**src/rtl/ring_pkg.sv**
```systemverilog
package ring_pkg;
  typedef enum logic [2:0] {
    ST_STOP  = 3'd0,
    ST_FETCH = 3'd1,
    ST_DATA  = 3'd2,
    ST_WBACK = 3'd3,
    ST_SUSP  = 3'd4
  } walk_state_t;

  localparam int OWN_BIT    = 31;
  localparam int LAST_BIT   = 30;
  localparam int DESC_WORDS = 4;
endpackage

```
**src/rtl/ring_base_reg.sv**
```systemverilog
module ring_base_reg #(
  parameter int AW = 32
) (
  input  logic          clk,
  input  logic          rst,
  input  logic          wr_en,
  input  logic [AW-1:0] wr_addr,
  input  logic          stopped,
  output logic [AW-1:0] base
);
  always_ff @(posedge clk) begin
    if (rst)                  base <= '0;
    else if (wr_en && stopped) base <= wr_addr;
  end

  a_r8_base_frozen: assert property (@(posedge clk) disable iff (rst)
    !stopped |=> $stable(base));
endmodule

```
**src/rtl/ring_desc_store.sv**
```systemverilog
module ring_desc_store #(
  parameter int AW = 32,
  parameter int LW = 11
) (
  input  logic          clk,
  input  logic          rst,
  input  logic          cap_en,
  input  logic [1:0]    cap_idx,
  input  logic [31:0]   cap_data,
  output logic [AW-1:0] buf_addr,
  output logic [AW-1:0] nxt_addr,
  output logic [LW-1:0] buf_len,
  output logic          seg_last
);
  import ring_pkg::*;

  logic [31:0] words [DESC_WORDS];

  for (genvar g = 0; g < DESC_WORDS; g++) begin : g_word
    always_ff @(posedge clk) begin
      if (rst)                                   words[g] <= '0;
      else if (cap_en && cap_idx == 2'(g))       words[g] <= cap_data;
    end
  end

  assign buf_len  = words[1][LW-1:0];
  assign seg_last = words[1][LAST_BIT];
  assign buf_addr = words[2][AW-1:0];
  assign nxt_addr = words[3][AW-1:0];
endmodule

```
**src/rtl/ring_ctrl.sv**
```systemverilog
module ring_ctrl #(
  parameter int AW = 32,
  parameter int LW = 11,
  parameter int SW = 16
) (
  input  logic          clk,
  input  logic          rst,
  input  logic          run,
  input  logic          poll,
  input  logic [AW-1:0] base,
  input  logic [LW-1:0] buf_len,
  input  logic          seg_last,
  input  logic [AW-1:0] nxt_addr,
  input  logic          mem_ack,
  input  logic          rd_own,
  output logic          mem_req,
  output logic          mem_we,
  output logic [AW-1:0] mem_addr,
  output logic [31:0]   mem_wdata,
  output logic          cap_en,
  output logic [1:0]    cap_idx,
  output logic          dat_req,
  input  logic          dat_done,
  input  logic [SW-1:0] dat_status,
  output logic [2:0]    state_o
);
  import ring_pkg::*;

  localparam int PADW = 31 - SW;

  walk_state_t   st;
  logic [1:0]    widx;
  logic [1:0]    widx_n;
  logic [AW-1:0] cur;
  logic          len_zero;

  assign widx_n   = widx + 2'd1;
  assign len_zero = (buf_len == '0);
  assign cap_en   = (st == ST_FETCH) && mem_ack;
  assign cap_idx  = widx;
  assign state_o  = st;

  always_ff @(posedge clk) begin
    if (rst) begin
      st        <= ST_STOP;
      mem_req   <= 1'b0;
      mem_we    <= 1'b0;
      mem_addr  <= '0;
      mem_wdata <= '0;
      widx      <= '0;
      cur       <= '0;
      dat_req   <= 1'b0;
    end else begin
      case (st)
        ST_STOP: begin
          if (run) begin
            st       <= ST_FETCH;
            cur      <= base;
            mem_addr <= base;
            mem_req  <= 1'b1;
            mem_we   <= 1'b0;
            widx     <= '0;
          end
        end
        ST_FETCH: begin
          if (mem_ack) begin
            if (widx == 2'd0 && !rd_own) begin
              mem_req <= 1'b0;
              st      <= ST_SUSP;
            end else if (widx == 2'd3) begin
              if (len_zero) begin
                st        <= ST_WBACK;
                mem_we    <= 1'b1;
                mem_addr  <= cur;
                mem_wdata <= '0;
              end else begin
                mem_req <= 1'b0;
                st      <= ST_DATA;
                dat_req <= 1'b1;
              end
            end else begin
              widx     <= widx_n;
              mem_addr <= cur + {{(AW-4){1'b0}}, widx_n, 2'b00};
            end
          end
        end
        ST_DATA: begin
          if (dat_done) begin
            dat_req   <= 1'b0;
            st        <= ST_WBACK;
            mem_req   <= 1'b1;
            mem_we    <= 1'b1;
            mem_addr  <= cur;
            mem_wdata <= {1'b0, {PADW{1'b0}}, seg_last ? dat_status : {SW{1'b0}}};
          end
        end
        ST_WBACK: begin
          if (mem_ack) begin
            mem_we <= 1'b0;
            cur    <= nxt_addr;
            widx   <= '0;
            if (run) begin
              st       <= ST_FETCH;
              mem_req  <= 1'b1;
              mem_addr <= nxt_addr;
            end else begin
              st      <= ST_STOP;
              mem_req <= 1'b0;
            end
          end
        end
        ST_SUSP: begin
          if (!run) begin
            st <= ST_STOP;
          end else if (poll) begin
            st       <= ST_FETCH;
            mem_req  <= 1'b1;
            mem_we   <= 1'b0;
            mem_addr <= cur;
            widx     <= '0;
          end
        end
        default: st <= ST_STOP;
      endcase
    end
  end

  a_r10_req_hold: assert property (@(posedge clk) disable iff (rst)
    mem_req && !mem_ack |=> mem_req && $stable(mem_addr) && $stable(mem_we));
  a_r6_own_cleared: assert property (@(posedge clk) disable iff (rst)
    mem_req && mem_we |-> !mem_wdata[OWN_BIT]);
  a_r6_single_write: assert property (@(posedge clk) disable iff (rst)
    mem_req && mem_we && mem_ack |=> !(mem_req && mem_we));
  a_r5_no_empty_xfer: assert property (@(posedge clk) disable iff (rst)
    dat_req |-> buf_len != '0);
  a_r4_dat_hold: assert property (@(posedge clk) disable iff (rst)
    dat_req && !dat_done |=> dat_req);
  a_r3_susp_quiet: assert property (@(posedge clk) disable iff (rst)
    state_o == 3'd4 |-> !mem_req && !dat_req);
endmodule

```
**src/rtl/desc_ring_walker.sv**
```systemverilog
module desc_ring_walker #(
  parameter int AW = 32,
  parameter int LW = 11,
  parameter int SW = 16
) (
  input  logic          clk,
  input  logic          rst,
  input  logic          run,
  input  logic          poll,
  input  logic          base_wr,
  input  logic [AW-1:0] base_addr,
  output logic          mem_req,
  output logic          mem_we,
  output logic [AW-1:0] mem_addr,
  output logic [31:0]   mem_wdata,
  input  logic          mem_ack,
  input  logic [31:0]   mem_rdata,
  output logic          dat_req,
  output logic [AW-1:0] dat_addr,
  output logic [LW-1:0] dat_len,
  output logic          dat_last,
  input  logic          dat_done,
  input  logic [SW-1:0] dat_status,
  output logic [2:0]    state_o
);
  import ring_pkg::*;

  logic [AW-1:0] base;
  logic [AW-1:0] nxt_addr;
  logic          cap_en;
  logic [1:0]    cap_idx;
  logic          stopped;

  assign stopped = (state_o == 3'(ST_STOP));

  ring_base_reg #(.AW(AW)) u_base (
    .clk(clk), .rst(rst), .wr_en(base_wr), .wr_addr(base_addr),
    .stopped(stopped), .base(base)
  );

  ring_desc_store #(.AW(AW), .LW(LW)) u_store (
    .clk(clk), .rst(rst), .cap_en(cap_en), .cap_idx(cap_idx),
    .cap_data(mem_rdata), .buf_addr(dat_addr), .nxt_addr(nxt_addr),
    .buf_len(dat_len), .seg_last(dat_last)
  );

  ring_ctrl #(.AW(AW), .LW(LW), .SW(SW)) u_ctrl (
    .clk(clk), .rst(rst), .run(run), .poll(poll), .base(base),
    .buf_len(dat_len), .seg_last(dat_last), .nxt_addr(nxt_addr),
    .mem_ack(mem_ack), .rd_own(mem_rdata[OWN_BIT]),
    .mem_req(mem_req), .mem_we(mem_we), .mem_addr(mem_addr),
    .mem_wdata(mem_wdata), .cap_en(cap_en), .cap_idx(cap_idx),
    .dat_req(dat_req), .dat_done(dat_done), .dat_status(dat_status),
    .state_o(state_o)
  );
endmodule

```
**config.mk**
```make
export PLATFORM = sky130hd
export DESIGN_NAME = desc_ring_walker
export DESIGN_NICKNAME = d
export VERILOG_FILES = /design/src/rtl/ring_pkg.sv /design/src/rtl/ring_base_reg.sv /design/src/rtl/ring_desc_store.sv /design/src/rtl/ring_ctrl.sv /design/src/rtl/desc_ring_walker.sv
export SDC_FILE = /design/constraint.sdc
export NUM_CORES = 1
export LEC_CHECK = 0
export ABC_AREA = 1
export BUFFER_PORTS_ARGS = -buffer_cell sky130_fd_sc_hd__buf_2
export CAP_MARGIN = 30
export CORE_UTILIZATION = 40
export DETAILED_ROUTE_END_ITERATION = 8
export PLACE_DENSITY = 0.58
export SLEW_MARGIN = 20
export SYNTH_ARGS = -nofsm -noshare
export SYNTH_HDL_FRONTEND = slang
export SYNTH_SLANG_ARGS = --single-unit
```
**constraint.sdc**
```tcl
create_clock -name clk -period 2.65 [get_ports clk]
set_input_delay 0.1325 -clock clk [delete_from_list [all_inputs] [get_ports clk]]
set_output_delay 0.1325 -clock clk [all_outputs]
set_load 0.05 [all_outputs]
```
==> impl_results.md <==
- Area Overhead vs Synth: 24.8%
- DRC viols: 0
- Initial Util: 0.412
- Die H: 155 µm
- Clock Tree Buf Depth: 2
- Fin Clk Skew: 0.0110 ns
- Largest net degree at the start of global routing: 62
- Die width: 155 µm
- Post-Route Setup TNS: 0 ns
- Vias in the first global route: 8,203
- Routed vias/inst: 5.02
- Post-synth top area share: 0.255
- Share of post-route cells with drive strength above 1: 0.200
- Num rows: 55
- Outcome: complete, no violations
- CP endpoint kind: flop
- Commonest non-fill, non-tap cell in the layout: nand2_1
- First-pass GRT wire length: 44.4 mm
- Via count: 8,722
- Critical path arrival: 2.73 ns
- CP Class: flop to flop
- Htree depth: 4
- Top cells by area, synth: dfxtp_1, edfxtp_1, nand2_1, a21oi_1, nor2_1
- Drt wl/cell: 16.5 µm
- Total Power: 12,400 µW
- CP startpoint kind: flop
- Initial antenna violation count: 1
- Hold Path Class: input pin to flop
- Most frequent cells in the layout: nand2_1, buf_2, nor2_1
- CTS tree: done
- Worst-Margin Slew: 0.777 ns
- Die area: 24,100 µm²
- Peak VDD IR: 0.000503 V
- Synthesized cell area: 9410 µm²
- Lkg Pwr: 0.00512 µW
- Power Density: 1050 nW/µm²
- Fmax: 0.410 GHz
- Worst skew pair latency: 0.44 ns
- IO Count: 201
- Final Hold Vio Count: 0
- Net count reported at finish: 1,504
- Placeable Area: 22,800 µm²
- Overall routed net length: 28.6 mm
- Tot GR Track Use: 0.239
- Quantity of I/O buffers inserted on ports: 184
- Largest area contributor in the netlist: dfxtp_1
- Routability cong.: 0.915
- Slew HR: 0.482
- Syn Area/Cell: 7.87 µm²
- Synthesis-stage register bit count: 196
- Critical path required time: 2.94 ns
- Clock root cell: clkbuf_16
- Max-slew violations: 0
- Final setup violation count: 0
- RSZ-0062 raised after global routing: false
- CTS clock-pin slew for the worst setup and hold paths: 0.08 ns
- First-pass DRT Iterations: 5
- Max cap viols: 0
- Post-Synthesis Cells: 1,196
- Global route overflow: 0
- DR iter-0 viols: 636
- Filler instances: 2,319
- Yosys cell types: 40
- Sinks on Clock Net: 196
- Setup Fix Bufs, Post-CTS: 0
- HPWL after DPL: 20.1 mm
- Share of synthesized area occupied by flip-flops and latches: 0.498
- TritonCTS buffer count: 17
- Area after DPL: 10,600 µm²
- Finished Cell Area: 11,700 µm²
- Yosys warning count: 0
- Detail Route Antenna Nets: 0
- Max FO, Critical Path: 5
- Worst hold slack: 0.00720 ns
- Tcrit/Tclk final: 0.921
- Fin crit period: 2.44 ns
- Ant diodes: 0
-- critical path, stage by stage, from the launching register on --
cell and delay (ns):
dfxtp_2 0.35, inv_2 0.06, ha_4 0.27, inv_1 0.06, fa_1 0.44, inv_1 0.08
nand2_1 0.09, nor2_4 0.13, buf_4 0.15, nand3b_1 0.12, nor2_4 0.17, nand2_1 0.06
nand2_1 0.05, nand2_1 0.04, nand2_1 0.05, nand2_1 0.06, nand2_1 0.05, a21oi_1 0.05
-- final timing paths --
path / start / to / slack, ns / cells past startpoint
hold reg to reg: u_ctrl.mem_req$_SDFFE_PP0P_ / u_ctrl.mem_req$_SDFFE_PP0P_ / 0.45 / 2
setup reg to reg: u_ctrl.cap_idx[1]$_SDFFE_PP0P_ / u_ctrl.mem_addr[22]$_SDFFE_PP0P_ / 0.21 / 17
hold / removal: base_addr[15] / u_base.base[15]$_SDFFE_PP0P_ / 0.007 / 3
setup / recovery: u_ctrl.cap_idx[1]$_SDFFE_PP0P_ / u_ctrl.mem_addr[22]$_SDFFE_PP0P_ / 0.21 / 17
-- registers in the layout, summed over array words and instances, names as in the netlist --
| signal | cells |
|---|---|
| u_store.words | 76 |
| u_base.base | 32 |
| u_ctrl.cur | 32 |
| u_ctrl.mem_addr | 32 |
| u_ctrl.mem_wdata | 16 |
| u_ctrl.state_o | 3 |
| u_ctrl.cap_idx | 2 |
| u_ctrl.dat_req | 1 |
| u_ctrl.mem_req | 1 |
| u_ctrl.mem_we | 1 |
-- cells in the mapped netlist (all sizes together) --
cell type  instances
nor2             160
a31oi              2
a22oi              3
nand3             76
nand3b             1
fa                 1
o2111ai            2
a21oi            131
ha                 6
nand4             15
conb               1
inv              143
dfxtp            120
o211ai             6
a211oi            45
nand2            217
or2                2
clkinv             2
nor3               5
a311oi             1
o21a               2
o21ai             95
o221ai             2
buf               39
edfxtp            76
nor4               1
clkbuf            42
-- what timing repair did --
action	in CTS	in global routing
gates resized for setup	0	10
hold buffers	50	0
setup endpoints to repair	0	13
hold endpoints to repair	55	0
-- where the power goes --
group,total (µW),switching (µW),internal (µW),leakage (µW)
combinational,5390,3910,1480,0.00305
clock,2650,1370,1290,0.000290
sequential,4320,487,3830,0.00177
-- layer usage --
metal / up-vias / global-route usage / share of wire
met5: - / 0 / 0.00035
met4: 2 / 0.0658 / 0.013
met3: 24 / 0.0437 / 0.057
met2: 272 / 0.368 / 0.44
met1: 4052 / 0.342 / 0.49
li1: 4372 / - / -
-- metrics by stage --
| stage | worst slack, ns | utilization | instances |
|---|---|---|---|
| final | 0.209 | 0.514 | 1736 |
| after global routing | 0.0140 | 0.514 | 1736 |
| after global placement | 0.0924 | 0.465 | 1654 |
| after floorplan | 0.128 | - | 1211 |
| after detailed placement | 0.0377 | 0.465 | 1654 |
| after CTS | 0.00979 | 0.513 | 1736 |
-- cell families (layout without fill, tap and decap cells) --
group,after synthesis,after routing,share of synthesized area
AND/OR/NAND/NOR,477,477,0.213
flip-flops,196,196,0.498
adder cells (fa/ha/maj),7,7,0.0101
other,1,16,0.000398
buffers and inverters,226,438,0.104
AO/OA/AOI/OAI,289,289,0.176
-- cell type report --
class	count	area (µm²)	share of cell area
clock buffers	17	425	0.0362
flip-flops and latches	196	4690	0.399
repair buffers	261	1670	0.143
inverters	145	544	0.0463
multi-input cells	789	3850	0.328
well taps	313	392	0.0333
clock inverters	15	173	0.0147
(Power assumes the default switching activity.)
